$ cat config.mk
export PLATFORM = sky130hd
export DESIGN_NAME = dma_chan_engine
export DESIGN_NICKNAME = d
export VERILOG_FILES = /design/src/rtl/dma_chan_pkg.sv /design/src/rtl/dma_addr_step.sv /design/src/rtl/dma_early_detect.sv /design/src/rtl/dma_chan_engine.sv
export SDC_FILE = /design/constraint.sdc
export NUM_CORES = 1
export LEC_CHECK = 0
export BUFFER_PORTS_ARGS = -buffer_cell sky130_fd_sc_hd__buf_2
export CAP_MARGIN = 25
export CORE_MARGIN = 3
export CORE_UTILIZATION = 26
export CTS_CLUSTER_SIZE = 25
export DETAILED_ROUTE_END_ITERATION = 12
export GPL_TIMING_DRIVEN = 0
export SLEW_MARGIN = 20
export SYNTH_ARGS = -nofsm -noshare
export SYNTH_HDL_FRONTEND = slang
export SYNTH_HIERARCHICAL = 1
export SYNTH_SLANG_ARGS = --single-unit
$ cat constraint.sdc
create_clock -name clk -period 3.07 [get_ports clk]
set_input_delay 0.614 -clock clk [delete_from_list [all_inputs] [get_ports clk]]
set_output_delay 0.614 -clock clk [all_outputs]
set_load 0.005 [all_outputs]
$ cat src/rtl/dma_chan_pkg.sv
package dma_chan_pkg;

  typedef enum logic [1:0] {
    ST_IDLE  = 2'd0,
    ST_READ  = 2'd1,
    ST_WRITE = 2'd2
  } eng_state_e;

  // step code boundaries
  localparam logic [3:0] STEP_HOLD    = 4'd0;
  localparam logic [3:0] STEP_BACK    = 4'd1;
  localparam logic [3:0] STEP_FWD     = 4'd2;
  localparam logic [3:0] STEP_MUL_LO  = 4'd3;
  localparam logic [3:0] STEP_MUL_HI  = 4'd10;

  // early-warning code for "half of block"
  localparam logic [2:0] EARLY_HALF = 3'd7;

endpackage

$ cat src/rtl/dma_addr_step.sv
module dma_addr_step
  import dma_chan_pkg::*;
#(
  parameter int AW = 32
) (
  input  logic [AW-1:0] addr_i,
  input  logic [1:0]    width_i,
  input  logic [3:0]    inc_i,
  output logic [AW-1:0] addr_o
);

  logic          back;
  logic [3:0]    mult;
  logic [AW-1:0] delta;

  always_comb begin
    back = 1'b0;
    mult = 4'd0;
    if (inc_i == STEP_BACK) begin
      back = 1'b1;
      mult = 4'd1;
    end else if (inc_i == STEP_FWD) begin
      mult = 4'd1;
    end else if (inc_i >= STEP_MUL_LO && inc_i <= STEP_MUL_HI) begin
      mult = inc_i - 4'd1;
    end
    delta  = {{(AW-4){1'b0}}, mult} << width_i;
    addr_o = back ? (addr_i - delta) : (addr_i + delta);
  end

endmodule

$ cat src/rtl/dma_early_detect.sv
module dma_early_detect
  import dma_chan_pkg::*;
#(
  parameter int CW = 16
) (
  input  logic [2:0]    code_i,
  input  logic [CW-1:0] len_i,
  input  logic [CW-1:0] rem_i,
  input  logic          fire_i,
  output logic          hit_o
);

  logic [CW-1:0] thr;

  always_comb begin
    case (code_i)
      3'd1:       thr = CW'(1);
      3'd2:       thr = CW'(2);
      3'd3:       thr = CW'(4);
      3'd4:       thr = CW'(8);
      3'd5:       thr = CW'(32);
      3'd6:       thr = CW'(64);
      EARLY_HALF: thr = len_i >> 1;
      default:    thr = '0;
    endcase
    hit_o = fire_i && (thr != '0) && (rem_i == thr);
  end

endmodule

$ cat src/rtl/dma_chan_engine.sv
module dma_chan_engine
  import dma_chan_pkg::*;
#(
  parameter int AW = 32,
  parameter int DW = 64,
  parameter int CW = 16
) (
  input  logic          clk,
  input  logic          rst_n,
  input  logic          arm,
  input  logic          hw_trig,
  input  logic          sw_start,
  input  logic [1:0]    cfg_mode,
  input  logic [AW-1:0] cfg_src_addr,
  input  logic [AW-1:0] cfg_dst_addr,
  input  logic [1:0]    cfg_src_width,
  input  logic [1:0]    cfg_dst_width,
  input  logic [3:0]    cfg_src_inc,
  input  logic [3:0]    cfg_dst_inc,
  input  logic [CW-1:0] cfg_count,
  input  logic [2:0]    cfg_early,
  output logic          mem_req,
  output logic          mem_we,
  output logic [AW-1:0] mem_addr,
  output logic [1:0]    mem_size,
  output logic [DW-1:0] mem_wdata,
  input  logic          mem_ack,
  input  logic [DW-1:0] mem_rdata,
  input  logic          mem_err,
  output logic          chan_active,
  output logic          done_pulse,
  output logic          early_pulse,
  output logic          err_flag,
  output logic [AW-1:0] cur_src,
  output logic [AW-1:0] cur_dst,
  output logic [CW-1:0] rem_cnt
);

  localparam int NSIDE = 2;

  eng_state_e    state_q, state_n;
  logic          en_q, en_n;
  logic          pend_q, pend_n;
  logic [AW-1:0] src_q, src_n, dst_q, dst_n;
  logic [CW-1:0] rem_q, rem_n, len_q, len_n;
  logic [DW-1:0] data_q;
  logic          done_q, early_q, err_q;

  logic          trig, rd_ack, wr_ack, finish, rpt, blk, early_hit;
  logic [CW-1:0] rem_dec;

  // address steppers, one per side
  logic [AW-1:0] side_cur [NSIDE];
  logic [AW-1:0] side_nxt [NSIDE];
  logic [1:0]    side_w   [NSIDE];
  logic [3:0]    side_inc [NSIDE];

  assign side_cur[0] = src_q;
  assign side_cur[1] = dst_q;
  assign side_w[0]   = cfg_src_width;
  assign side_w[1]   = cfg_dst_width;
  assign side_inc[0] = cfg_src_inc;
  assign side_inc[1] = cfg_dst_inc;

  for (genvar g = 0; g < NSIDE; g++) begin : g_step
    dma_addr_step #(.AW(AW)) u_step (
      .addr_i  (side_cur[g]),
      .width_i (side_w[g]),
      .inc_i   (side_inc[g]),
      .addr_o  (side_nxt[g])
    );
  end

  assign trig    = hw_trig | sw_start;
  assign rd_ack  = (state_q == ST_READ)  && mem_ack;
  assign wr_ack  = (state_q == ST_WRITE) && mem_ack;
  assign rem_dec = rem_q - CW'(1);
  assign rpt     = cfg_mode[1];
  assign blk     = cfg_mode[0];

  dma_early_detect #(.CW(CW)) u_early (
    .code_i (cfg_early),
    .len_i  (len_q),
    .rem_i  (rem_dec),
    .fire_i (wr_ack),
    .hit_o  (early_hit)
  );

  // next-state logic
  always_comb begin
    state_n = state_q;
    en_n    = en_q;
    pend_n  = pend_q;
    src_n   = src_q;
    dst_n   = dst_q;
    rem_n   = rem_q;
    len_n   = len_q;
    finish  = 1'b0;
    if (!en_q) begin
      if (arm) begin
        en_n   = 1'b1;
        pend_n = 1'b0;
        src_n  = cfg_src_addr;
        dst_n  = cfg_dst_addr;
        rem_n  = cfg_count;
        len_n  = cfg_count;
      end
    end else begin
      if (trig && state_q != ST_IDLE) pend_n = 1'b1;
      case (state_q)
        ST_IDLE: begin
          if (trig || pend_q) begin
            pend_n = 1'b0;
            if (rem_q == '0) finish = 1'b1;
            else             state_n = ST_READ;
          end
        end
        ST_READ: begin
          if (mem_ack) state_n = ST_WRITE;
        end
        ST_WRITE: begin
          if (mem_ack) begin
            src_n = side_nxt[0];
            dst_n = side_nxt[1];
            rem_n = rem_dec;
            if (rem_dec == '0) begin
              finish  = 1'b1;
              state_n = ST_IDLE;
            end else begin
              state_n = blk ? ST_READ : ST_IDLE;
            end
          end
        end
        default: state_n = ST_IDLE;
      endcase
      if (finish) begin
        if (rpt) begin
          src_n = cfg_src_addr;
          dst_n = cfg_dst_addr;
          rem_n = cfg_count;
          len_n = cfg_count;
        end else begin
          en_n   = 1'b0;
          pend_n = 1'b0;
        end
      end
    end
  end

  // state registers
  always_ff @(posedge clk or negedge rst_n) begin
    if (!rst_n) begin
      state_q <= ST_IDLE;
      en_q    <= 1'b0;
      pend_q  <= 1'b0;
      src_q   <= '0;
      dst_q   <= '0;
      rem_q   <= '0;
      len_q   <= '0;
      done_q  <= 1'b0;
      early_q <= 1'b0;
      err_q   <= 1'b0;
    end else begin
      state_q <= state_n;
      en_q    <= en_n;
      pend_q  <= pend_n;
      src_q   <= src_n;
      dst_q   <= dst_n;
      rem_q   <= rem_n;
      len_q   <= len_n;
      done_q  <= finish;
      early_q <= early_hit;
      err_q   <= mem_req && mem_ack && mem_err;
    end
  end

  // read data holding register, enabled by the read acknowledge
  always_ff @(posedge clk or negedge rst_n) begin
    if (!rst_n)      data_q <= '0;
    else if (rd_ack) data_q <= mem_rdata;
  end

  assign mem_req     = en_q && (state_q != ST_IDLE);
  assign mem_we      = (state_q == ST_WRITE);
  assign mem_addr    = mem_we ? dst_q : src_q;
  assign mem_size    = mem_we ? cfg_dst_width : cfg_src_width;
  assign mem_wdata   = data_q;
  assign chan_active = en_q;
  assign done_pulse  = done_q;
  assign early_pulse = early_q;
  assign err_flag    = err_q;
  assign cur_src     = src_q;
  assign cur_dst     = dst_q;
  assign rem_cnt     = rem_q;

  // assertions
  a_r14_req_hold: assert property (@(posedge clk) disable iff (!rst_n)
    mem_req && !mem_ack |=> mem_req && $stable(mem_addr) && $stable(mem_we) && $stable(mem_size));

  a_r2_quiet_when_off: assert property (@(posedge clk) disable iff (!rst_n)
    !chan_active |-> !mem_req);

  a_r8_done_drops_enable: assert property (@(posedge clk) disable iff (!rst_n)
    done_pulse && !$past(cfg_mode[1]) |-> !chan_active);

  a_r11_repeat_keeps_enable: assert property (@(posedge clk) disable iff (!rst_n)
    done_pulse && $past(cfg_mode[1]) |-> chan_active);

  a_r7_count_step: assert property (@(posedge clk) disable iff (!rst_n)
    mem_req && mem_we && mem_ack && (rem_cnt > CW'(1)) |=> rem_cnt == $past(rem_cnt) - CW'(1));

  a_r10_early_apart: assert property (@(posedge clk) disable iff (!rst_n)
    !(early_pulse && done_pulse));

endmodule

======== Word level (Yosys, flattened, before mapping) ========
Index checks and enable logic that the tools add are counted.
operators by class
  add/sub/neg operators ................... 7
  magnitude comparators ................... 4
  eq/ne operators ......................... 20
  shifts and indexed selects .............. 2
  muxes and demuxes ....................... 59
  bitwise logic cells ..................... 1
  reductions and logical operators ........ 19
operators with widths
  cell                                                                                  number
  32-bit two-way mux                                                                    15
  16-bit two-way mux                                                                    9
  15-bit one-hot mux with 7 select lines                                                1
  32-bit adder                                                                          2
  4-bit by 2-bit left shift with 32-bit output                                          2
  32-bit subtractor                                                                     2
  16-bit zero test                                                                      2
  4-bit two-way mux                                                                     6
  1-bit two-way mux                                                                     21
  16-bit by 15-bit equality test with 1-bit output                                      1
  16-bit nonzero test                                                                   1
  16-bit by 1-bit subtractor with 16-bit output (second input constant)                 1
  3-bit equality test (second input constant)                                           4
  1-bit logical AND                                                                     10
  2-bit two-way mux                                                                     5
  4-bit by 1-bit equality test with 1-bit output (second input constant)                2
  4-bit by 2-bit equality test with 1-bit output (second input constant)                2
  4-bit by 2-bit greater-or-equal comparator with 1-bit output (second input constant)  2
  4-bit less-or-equal comparator (second input constant)                                2
  2-bit != test (second input constant)                                                 4
  4-bit by 1-bit subtractor with 4-bit output (second input constant)                   2
  3-bit by 2-bit equality test with 1-bit output (second input constant)                2
  2-bit one-hot mux with 3 select lines                                                 1
  5-bit AND reduction                                                                   1
  other kinds (10)                                                                      12
word-level totals
  register bits ........................... 167
  output and inout port bits .............. 184

======== Logic depth before layout (Yosys ltp) ========
Gate-level depths: netlist (run 1).
  word-level depth ........................ 13
  mapped depth ............................ 23

======== Cells and area by module ========
The synthesis (run 1) kept the hierarchy.
modules (own cells, without submodules)
  module                             instances  cells an instance  area each (um2)
  dma_chan_engine                    1          674                7811.2
  dma_addr_step at g_step[1].u_step  1          329                2317.2
  dma_addr_step at g_step[0].u_step  1          318                2257.2
  dma_early_detect                   1          61                 415.4

======== Worst setup path before layout (run 1) ========
No wires, ideal clock.
  path kind ............................... input to register
  start ................................... input port cfg_dst_inc[0]
  end ..................................... register dst_q[21], in the netlist cur_dst[21]
  library setup time ...................... 0.077 ns
  arrival ................................. 4.235 ns
  path slack .............................. -1.242 ns
  stages .................................. 21
  path buffers ............................ 0
  cells stage by stage .................... inv_1 ha_1 nor2_1 a211oi_1 nor4_1 a21oi_1 or2_1 ha_1 and4b_4 ha_1 nand2b_1 ha_1 a21oi_1 o21ai_1 or2_1 o31ai_1 a31oi_2 or4_1 nand4_1 a22oi_1 o21ai_1
RTL lines
  item                    line                    text
  start: declaration      dma_chan_engine.sv:19   input logic [3:0] cfg_dst_inc,
  end signal: assignment  dma_chan_engine.sv:168  dst_q <= dst_n;
  end: declaration        dma_chan_engine.sv:44   logic [AW-1:0] src_q, src_n, dst_q, dst_n;

==> impl_metrics.py, run 1 <==
metrics = {
    "power_and_ir_drop": {
        "power-per-cell-area_nw_per_um2": 1020,
        "cell_internal_pwr_mw": 10.6,
        "clock_power_share_pct": 12.1,
        "power_leakage_nw": 8.94,
        "seq_power_share_pct": 23.4,
        "share_comb_of_total_power_pct": 64.5,
        "switching_power_mw": 8.79,
        "switching_part_of_the_total_pct": 45.4,
        "vdd_drop_max_mv": 0.484,
    },
    "timing": {
        "whs_ns": 0.0857,
        "timing.final.max_slew_violations": 0,
        "skew_ns": 0.0158,
        "timing.slew.headroom_pct": 53.5,
        "max_slew.worst_pin.slew_ns": 0.697,
        "layout_setup_ws_ns": -1.05,
        "maxClockFrequency_mhz": 243,
        "setup_total_negative_slack_ns": -43.10,
        "timing.final.setup_violations": 88,
        "timing_hold_violations_final": 0,
        "setup_repair_after_global_routing_missed_its_margin": "true",
        "post-route-min-period_ns": 4.12,
        "finalCritPeriodShare_pct": 134,
    },
    "cts": {
        "h_tree_depth_reported_by_cts": 4,
        "cts-root-buf": "sky130_fd_sc_hd__clkbuf_16",
        "worstSkewPairLatency_ns": 0.47,
        "ctsHoldBuffers": 0,
        "cts-root-to-sink-buffers": 2,
        "tritoncts_clock_tree": "yes",
        "numClockSinks": 166,
        "clk_pin_slew_worst_paths_ns": 0.07,
        "cts_inserted_buffers": 17,
    },
    "floorplanning": {
        "coreArea_um2": 48100,
        "core.rowCount": 80,
        "effective_utilization_at_floorplan_pct": 26.5,
        "dieWidth_um": 228,
        "chipHeight_um": 228,
        "design.die.area_um2": 51800,
        "top_level_ports": 352,
    },
    "drt": {
        "drt_first_iter_violations": 820,
        "postRouteAntennaNets": 0,
        "wirelength_um": 51300,
        "post-route-drc-count": 0,
        "vias": 12900,
        "drtPass1Iterations": 5,
        "routed_via_density": 5.07,
        "routed_wire_length_per_instance_um": 20.2,
    },
    "logic_synthesis": {
        "syn-cell-area_um2": 12800,
        "synthesis.nets": 1626,
        "synth.avg_cell_area_um2": 9.25,
        "yosysWarningCount": 6,
        "post_synth_inst_count": 1380,
    },
    "critical_path": {
        "crit_top_cell": "sky130_fd_sc_hd__ha_4",
        "timing.critical_path.cells": "buf_12, inv_16, ha_4, nor2b_2, o21a_1, buf_4, or2_4, a211o_1, nor2_2, and4b_4, ha_4, nand2_4, ha_4, nand4_1, a311o_1, nor2b_4, o21ai_4, a41oi_2, xnor2_1, a22oi_1, o21ai_1",
        "cp_slowest_stage_delay_ns": 0.36,
        "path_buf_inv": 3,
        "crit_required_ns": 3.40,
        "critical-path-slowest-cell": "sky130_fd_sc_hd__a311o_1",
        "crit_arrival_ns": 4.45,
        "criticalPathCategory": "primary input to register",
        "worst-path-max-fanout": 5,
        "launching_element_type_of_the_critical_path": "primary input",
        "critPathTopFamily": "compound AO/OA/AOI/OAI gates",
        "crit_path_end_kind": "register",
    },
    "grt": {
        "initial_antenna_violation_count": 6,
        "gr-usage-all-layers_pct": 19.0,
        "first_pass_grt_wire_length_um": 74600,
        "grt-ovfl-total": 0,
        "vias_in_the_first_global_route": 12800,
        "grt_start_max_net_pins": 95,
    },
    "finish": {
        "nets": 2112,
        "final_layout_size_suffix_gt1_share_pct": 49.8,
        "layout_common_cells": "sky130_fd_sc_hd__buf_2, sky130_fd_sc_hd__dfrtp_1, sky130_fd_sc_hd__inv_1, sky130_fd_sc_hd__mux2_2, sky130_fd_sc_hd__buf_4",
        "synthesis_to_layout_area_growth_pct": 49.1,
        "final_common_cell": "sky130_fd_sc_hd__buf_2",
        "post-route-util_pct": 39.5,
        "post_layout_nonfiller_instances": 2537,
    },
    "placed_design": {
        "post-dp-hpwl_um": 38800,
        "placed_cells_incl_taps": 2382,
        "gpl.final_weighted_congestion": 0.914,
        "numPortBuffers": 345,
    },
    "status": {
        "failing_checks": "setup timing",
        "outcome": "finished, violations left",
    },
    "hold_path": {
        "timing.hold.worst.class": "primary input to asynchronous set/reset pin",
    },
    "run": {
        "maxCapViolations": 0,
    },
}
[cell type report]
cell class / instances / area [µm²]
Buffer: 58 / 428
Inverter: 114 / 477
Clock inverter: 15 / 218
Multi-Input combinational cell: 1037 / 9500
Timing Repair Buffer: 472 / 2990
Sequential cell: 166 / 4160
Clock buffer: 17 / 425
Fill cell: 4751 / 29100
Antenna cell: 2 / 5.00
Tap cell: 656 / 821
[repair_timing]
| item | CTS | global route |
|---|---|---|
| pin swaps | 113 | 124 |
| buffers inserted | 83 | 41 |
| setup endpoints to repair | 126 | 107 |
| cloned | 5 | 1 |
| gates resized for setup | 209 | 125 |
[worst reg2reg max path, cell delays in order, from the launching register on]
cell and delay [ns]:
sky130_fd_sc_hd__dfrtp_2 0.44, sky130_fd_sc_hd__buf_6 0.13, sky130_fd_sc_hd__or4_4 0.56, sky130_fd_sc_hd__or3b_4 0.39, sky130_fd_sc_hd__a21oi_2 0.17, sky130_fd_sc_hd__o211ai_2 0.13, sky130_fd_sc_hd__buf_4 0.19, sky130_fd_sc_hd__o41ai_4 0.29
sky130_fd_sc_hd__a31oi_4 0.23, sky130_fd_sc_hd__buf_6 0.21, sky130_fd_sc_hd__buf_16 0.14, sky130_fd_sc_hd__bufbuf_16 0.27, sky130_fd_sc_hd__o21ai_1 0.11
[per-layer routing]
| layer | up-vias | GRT usage (%) | wire, µm |
|---|---|---|---|
| met4 | 8 | 9.17 | 2530 |
| met5 | - | 0 | 53 |
| met3 | 134 | 3.84 | 2840 |
| met2 | 443 | 32.2 | 25500 |
| met1 | 6255 | 23.0 | 20500 |
| li1 | 6010 | - | - |
[power by group through the flow]
stage	logic (mW)	registers, mW	clock network (mW)
3_3_place_gp	9.82	4.44	0
5_1_grt	13.5	4.63	2.50
3_5_place_dp	9.95	4.47	0
2_1_floorplan	6.83	4.07	0
4_1_cts	11.4	4.46	2.42
6_report	12.5	4.52	2.34
[registers in the layout, indices dropped and copies added (netlist names)]
signal,cells
cur_dst,32
state_q,2
err_flag,1
len_q,15
chan_active,1
early_pulse,1
rem_cnt,16
cur_src,32
done_pulse,1
mem_wdata,64
pend_q,1
[final timing paths]
check | cells past startpoint | end | slack [ns] | startpoint
hold reg to reg | 2 | pend_q$_DFFE_PN0P_ | 0.50 | pend_q$_DFFE_PN0P_
min in group clk | 3 | cur_src[21]$_DFFE_PN0P_ | 0.36 | cfg_src_addr[21]
hold / removal | 1 | early_pulse$_DFF_PN0_ | 0.09 | rst_n
setup / recovery | 21 | cur_dst[20]$_DFFE_PN0P_ | -1.05 | cfg_dst_inc[0]
max in group asynchronous | 2 | mem_wdata[49]$_DFFE_PN0P_ | 2.11 | rst_n
setup reg to reg | 12 | cur_src[31]$_DFFE_PN0P_ | -0.26 | rem_cnt[0]$_DFFE_PN0P_
[metrics by stage]
step	setup slack (ns)	total power [mW]	cell area, µm²
after CTS	-0.933	18.3	18200
after global placement	-2.06	14.3	15900
after floorplan	-0.970	10.9	13400
after detailed placement	-2.12	14.4	16000
after global routing	-1.22	20.6	19000
final	-1.05	19.3	19000
No activity file was read; power rests on OpenSTA's default activity.
==> run 2: changes to the inputs <==
- SLEW_MARGIN: 20 -> 10
- clock period: 3.07 -> 5.34 ns (I/O delays scaled with it)
==> impl_metrics.py, run 2 (synthesis gave the netlist of run 1 again) <==
metrics = {
    "floorplanning": {
        "effective_utilization_at_floorplan_pct": 26.5,
        "design.die.area_um2": 51800,
        "dieWidth_um": 228,
        "core.rowCount": 80,
        "top_level_ports": 352,
        "coreArea_um2": 48100,
        "chipHeight_um": 228,
    },
    "timing": {
        "setup_repair_after_global_routing_missed_its_margin": "false",
        "maxClockFrequency_mhz": 198,
        "max_slew.worst_pin.slew_ns": 0.921,
        "timing.final.max_slew_violations": 0,
        "timing_hold_violations_final": 0,
        "post-route-min-period_ns": 5.04,
        "finalCritPeriodShare_pct": 94.4,
        "setup_total_negative_slack_ns": 0,
        "skew_ns": 0.0157,
        "timing.slew.headroom_pct": 38.2,
        "timing.final.setup_violations": 0,
    },
    "critical_path": {
        "reg2reg_setup_slack_ns": 1.78,
        "crit_path_end_kind": "register",
        "criticalPathCategory": "primary input to register",
        "launching_element_type_of_the_critical_path": "primary input",
        "crit_required_ns": 5.71,
        "worst-path-max-fanout": 7,
        "worst_r2r_path_depth": 11,
        "launching_point_of_the_worst_reg2reg_path": "rem_cnt[0]$_DFFE_PN0P_",
        "critical_path.startpoint": "cfg_src_inc[0]",
        "critical_path.reg2reg.endpoint": "cur_src[5]$_DFFE_PN0P_",
        "crit_arrival_ns": 5.41,
    },
    "drt": {
        "routed_via_density": 5.00,
        "routed_wire_length_per_instance_um": 19.5,
        "drt_first_iter_violations": 742,
        "post-route-drc-count": 0,
        "postRouteAntennaNets": 0,
        "drtPass1Iterations": 5,
        "wirelength_um": 47100,
        "vias": 12100,
    },
    "grt": {
        "vias_in_the_first_global_route": 11900,
        "gr-usage-all-layers_pct": 17.7,
        "first_pass_grt_wire_length_um": 69700,
        "grt_start_max_net_pins": 98,
        "grt-ovfl-total": 0,
        "initial_antenna_violation_count": 3,
    },
    "power_and_ir_drop": {
        "power-per-cell-area_nw_per_um2": 583,
        "total_power_mw": 9.37,
        "cell_internal_pwr_mw": 5.06,
        "share_comb_of_total_power_pct": 58.5,
        "power_leakage_nw": 7.91,
        "clock_power_share_pct": 14.3,
        "seq_power_share_pct": 27.2,
        "switching_part_of_the_total_pct": 46.0,
        "vdd_drop_max_mv": 0.227,
        "switching_power_mw": 4.31,
    },
    "placed_design": {
        "post-dp-hpwl_um": 38000,
        "detailed_place.area_um2": 15400,
        "numPortBuffers": 345,
        "placed_cells_incl_taps": 2386,
        "gpl.final_weighted_congestion": 0.906,
    },
    "status": {
        "outcome": "completed",
    },
    "run": {
        "maxCapViolations": 0,
    },
    "finish": {
        "post_layout_nonfiller_instances": 2421,
        "stdcell_area_um2": 16100,
        "final_common_cell": "sky130_fd_sc_hd__buf_2",
        "largest_register_ffs": 64,
        "layout_common_cells": "sky130_fd_sc_hd__buf_2, sky130_fd_sc_hd__dfrtp_1, sky130_fd_sc_hd__inv_1, sky130_fd_sc_hd__mux2_2, sky130_fd_sc_hd__nand2_1",
        "final_layout_size_suffix_gt1_share_pct": 33.3,
        "post-route-util_pct": 33.4,
        "synthesis_to_layout_area_growth_pct": 26.0,
        "nets": 1995,
        "fillerInstances": 5024,
    },
    "hold_path": {
        "timing.hold.worst.class": "register to register",
        "hold-path-cell-count": 2,
        "worst_hold_path.endpoint": "pend_q$_DFFE_PN0P_",
        "min-delay-start": "pend_q$_DFFE_PN0P_",
    },
    "cts": {
        "ctsHoldBuffers": 0,
        "worstSkewPairLatency_ns": 0.49,
        "tritoncts_clock_tree": "yes",
        "cts-root-buf": "sky130_fd_sc_hd__clkbuf_16",
        "h_tree_depth_reported_by_cts": 4,
        "numClockSinks": 166,
        "cts_inserted_buffers": 17,
        "clk_pin_slew_worst_paths_ns": 0.07,
        "cts-root-to-sink-buffers": 2,
        "postCtsSetupBuffers": 0,
    },
}
==> run 2: worst max-delay path by stage <==
| stage | cells after the start | to | slack (ns) |
|---|---|---|---|
| after floorplan | 21 | cur_dst[21]$_DFFE_PN0P_ | 0.57 |
| after global placement | 22 | cur_src[30]$_DFFE_PN0P_ | -0.70 |
| after detailed placement | 20 | cur_dst[31]$_DFFE_PN0P_ | -0.64 |
| after CTS | 22 | cur_dst[31]$_DFFE_PN0P_ | 0.10 |
| after global routing | 22 | cur_dst[29]$_DFFE_PN0P_ | 0.009 |
| final | 24 | cur_src[30]$_DFFE_PN0P_ | 0.30 |
==> run 2: worst max-delay path, cell delays in order <==
cell and delay [ns]:
sky130_fd_sc_hd__buf_2 0.15, sky130_fd_sc_hd__inv_1 0.08, sky130_fd_sc_hd__ha_1 0.21, sky130_fd_sc_hd__nor2_1 0.13
sky130_fd_sc_hd__a21o_1 0.16, sky130_fd_sc_hd__o21a_2 0.20, sky130_fd_sc_hd__nand3_1 0.09, sky130_fd_sc_hd__a21o_1 0.18
sky130_fd_sc_hd__ha_1 0.21, sky130_fd_sc_hd__o21ai_1 0.20, sky130_fd_sc_hd__nor2_1 0.09, sky130_fd_sc_hd__ha_1 0.18
sky130_fd_sc_hd__nand2b_1 0.33, sky130_fd_sc_hd__ha_4 0.41, sky130_fd_sc_hd__nand2_1 0.07, sky130_fd_sc_hd__nor2_1 0.08
sky130_fd_sc_hd__o21ai_0 0.15, sky130_fd_sc_hd__a2111o_1 0.48, sky130_fd_sc_hd__o21ai_2 0.21, sky130_fd_sc_hd__a311oi_2 0.14
sky130_fd_sc_hd__xnor2_2 0.18, sky130_fd_sc_hd__nand2_1 0.07, sky130_fd_sc_hd__a21oi_1 0.04, sky130_fd_sc_hd__a221o_1 0.26
==> run 2: what timing repair did <==
item,4_1_cts,5_1_grt
setup endpoints to repair,1,11
resized for setup,2,16
hold endpoints to repair,0,0
==> run 2: stage by stage <==
| step | hold WS [ns] | setup WS (ns) |
|---|---|---|
| 2_1_floorplan | 0.443 | 0.574 |
| 3_3_place_gp | 0.475 | -0.702 |
| 3_5_place_dp | 0.481 | -0.635 |
| 4_1_cts | 0.506 | 0.102 |
| 5_1_grt | 0.520 | 0.00936 |
| 6_report | 0.498 | 0.301 |
==> run 2: area by class of cell <==
cell class / count / area, µm² / share of cell area (%)
inverters: 114 / 428 / 2.66
plain buffers: 63 / 344 / 2.14
repair buffers: 350 / 1800 / 11.2
well taps: 656 / 821 / 5.11
diodes: 3 / 7.51 / 0.0467
multi-input cells: 1037 / 7900 / 49.1
clock buffers: 17 / 425 / 2.65
flip-flops and latches: 166 / 4150 / 25.8
clock inverters: 15 / 201 / 1.25
==> run 2: power by group through the flow <==
stage                     clock (mW)  combinational (mW)  sequential [mW]
final                           1.34                5.48             2.55
after global routing            1.43                6.05             2.64
after CTS                       1.39                5.45             2.54
after detailed placement           0                5.42             2.56
after global placement             0                5.34             2.54
after floorplan                    0                3.66             2.32
==> run 2: per-layer routing <==
layer | global-route usage [%] | share of wire [%] | vias up
li1 | - | - | 5771
met1 | 24.2 | 46 | 5914
met2 | 27.9 | 46 | 374
met3 | 3.86 | 6.3 | 52
met4 | 5.85 | 2.1 | 0
met5 | 0 | 0 | -
==> run 3: changes to the inputs <==
- CORE_ASPECT_RATIO: default -> 0.5
==> impl_metrics.py, run 3 (synthesis gave the netlist of run 1 again) <==
metrics = {
    "critical_path": {
        "launching_point_of_the_worst_reg2reg_path": "rem_cnt[11]$_DFFE_PN0P_",
        "criticalPathCategory": "primary input to register",
        "launching_element_type_of_the_critical_path": "primary input",
        "worst-path-max-fanout": 7,
        "critical_path.startpoint": "cfg_src_inc[1]",
        "crit_required_ns": 5.67,
        "crit_arrival_ns": 5.39,
        "crit_path_end_kind": "register",
    },
    "timing": {
        "timing.slew.headroom_pct": 44.7,
        "skew_ns": 0.0119,
        "setup_total_negative_slack_ns": 0,
        "post-route-min-period_ns": 5.06,
        "timing.final.setup_violations": 0,
        "timing.final.max_slew_violations": 0,
        "layout_setup_ws_ns": 0.283,
        "whs_ns": 0.495,
        "maxClockFrequency_mhz": 198,
        "max_slew.worst_pin.slew_ns": 0.830,
        "finalCritPeriodShare_pct": 94.7,
        "timing_hold_violations_final": 0,
    },
    "finish": {
        "layout_common_cells": "sky130_fd_sc_hd__buf_2, sky130_fd_sc_hd__dfrtp_1, sky130_fd_sc_hd__inv_1, sky130_fd_sc_hd__mux2_2, sky130_fd_sc_hd__nand2_1",
        "final_layout_size_suffix_gt1_share_pct": 33.3,
        "post_layout_nonfiller_instances": 2402,
        "synthesis_to_layout_area_growth_pct": 25.8,
        "nets": 1996,
        "final_common_cell": "sky130_fd_sc_hd__buf_2",
        "largest_register_ffs": 64,
        "stdcell_area_um2": 16100,
        "fillerInstances": 5027,
        "post-route-util_pct": 33.7,
    },
    "placed_design": {
        "placed_cells_incl_taps": 2368,
        "placement.setup.worst_slack_ns": -0.443,
        "detailed_place.area_um2": 15400,
        "post-dp-hpwl_um": 38200,
        "gpl.final_weighted_congestion": 0.915,
        "numPortBuffers": 345,
    },
    "status": {
        "outcome": "completed",
    },
    "grt": {
        "grt-ovfl-total": 0,
        "initial_antenna_violation_count": 1,
        "vias_in_the_first_global_route": 11700,
        "first_pass_grt_wire_length_um": 70100,
        "gr-usage-all-layers_pct": 17.5,
        "grt_start_max_net_pins": 105,
    },
    "drt": {
        "drtPass1Iterations": 5,
        "wirelength_um": 46900,
        "vias": 12100,
        "post-route-drc-count": 0,
        "drt_first_iter_violations": 822,
        "routed_via_density": 5.02,
        "routed_wire_length_per_instance_um": 19.5,
        "postRouteAntennaNets": 0,
    },
    "floorplanning": {
        "top_level_ports": 352,
        "design.die.area_um2": 51900,
        "core.rowCount": 56,
        "coreArea_um2": 47600,
        "effective_utilization_at_floorplan_pct": 26.8,
        "dieWidth_um": 319,
        "chipHeight_um": 163,
    },
    "cts": {
        "cts-root-buf": "sky130_fd_sc_hd__clkbuf_16",
        "cts_inserted_buffers": 17,
        "h_tree_depth_reported_by_cts": 4,
        "tritoncts_clock_tree": "yes",
        "worstSkewPairLatency_ns": 0.45,
        "clk_pin_slew_worst_paths_ns": 0.07,
        "numClockSinks": 166,
        "cts-root-to-sink-buffers": 2,
        "ctsHoldBuffers": 0,
    },
    "hold_path": {
        "min-delay-start": "pend_q$_DFFE_PN0P_",
        "timing.hold.worst.class": "register to register",
    },
    "run": {
        "maxCapViolations": 0,
    },
    "power_and_ir_drop": {
        "power-per-cell-area_nw_per_um2": 582,
        "total_power_mw": 9.34,
        "power_leakage_nw": 7.91,
        "vdd_drop_max_mv": 0.203,
    },
}
run 3: cell types whose count changed in the layout (fill, tap and decap cells not counted), sizes merged:
cell,change
diode,-2
bufinv,+1
clkinvlp,-1
buf,+1
run 3: final cells by class:
| type | count | area, µm² | area share (%) |
|---|---|---|---|
| clock inverters | 15 | 206 | 1.29 |
| plain buffers | 63 | 344 | 2.14 |
| repair buffers | 351 | 1800 | 11.2 |
| clock buffers | 17 | 425 | 2.65 |
| multi-input cells | 1037 | 7900 | 49.2 |
| inverters | 114 | 428 | 2.66 |
| flip-flops and latches | 166 | 4150 | 25.9 |
| diodes | 1 | 2.50 | 0.0156 |
| well taps | 638 | 798 | 4.97 |
run 3: layer usage:
metal | wire, µm | GRT usage (%)
met1 | 19200 | 21.1
met4 | 1640 | 7.42
met5 | 0 | 0
met3 | 1580 | 2.58
met2 | 24500 | 31.4
run 3: power breakdown:
part / internal (mW) / total [mW] / switching, mW / leakage [nW]
Combinational: 2.53 / 5.50 / 2.96 / 5.56
Clock: 0.722 / 1.36 / 0.633 / 0.309
Sequential: 1.84 / 2.48 / 0.643 / 2.05
run 3: path summary, 6_finish.rpt:
kind,to,slack (ns),cells after the start
min in group asynchronous,mem_wdata[27]$_DFFE_PN0P_,0.54,1
hold reg to reg,pend_q$_DFFE_PN0P_,0.50,2
setup / recovery,cur_src[30]$_DFFE_PN0P_,0.28,24
setup reg to reg,cur_dst[29]$_DFFE_PN0P_,1.73,9
max in group asynchronous,cur_dst[14]$_DFFE_PN0P_,3.85,2
hold / removal,pend_q$_DFFE_PN0P_,0.50,2
run 3: repair_timing:
action                     in CTS  in global routing
gates resized for setup         0                 17
setup endpoints to repair       0                 19
setup buffers                   0                  1
hold endpoints to repair        0                  0
run 3: critical path, stage by stage:
cell                       delay [ns]
sky130_fd_sc_hd__buf_2           0.14
sky130_fd_sc_hd__inv_1           0.07
sky130_fd_sc_hd__ha_1            0.21
sky130_fd_sc_hd__nor2_1          0.15
sky130_fd_sc_hd__a21o_1          0.16
sky130_fd_sc_hd__o21a_1          0.26
sky130_fd_sc_hd__nand3_1         0.11
sky130_fd_sc_hd__a21o_1          0.18
sky130_fd_sc_hd__ha_1            0.23
sky130_fd_sc_hd__o21ai_2         0.12
sky130_fd_sc_hd__nor2_1          0.08
sky130_fd_sc_hd__ha_1            0.18
sky130_fd_sc_hd__nand2b_1        0.25
sky130_fd_sc_hd__ha_2            0.46
sky130_fd_sc_hd__nand2_1         0.08
sky130_fd_sc_hd__nor2_1          0.08
sky130_fd_sc_hd__o21ai_0         0.13
sky130_fd_sc_hd__a2111o_1        0.48
sky130_fd_sc_hd__o21ai_2         0.22
sky130_fd_sc_hd__a311oi_2        0.15
sky130_fd_sc_hd__xnor2_2         0.20
sky130_fd_sc_hd__nand2_1         0.08
sky130_fd_sc_hd__a21oi_1         0.04
sky130_fd_sc_hd__a221o_1         0.27
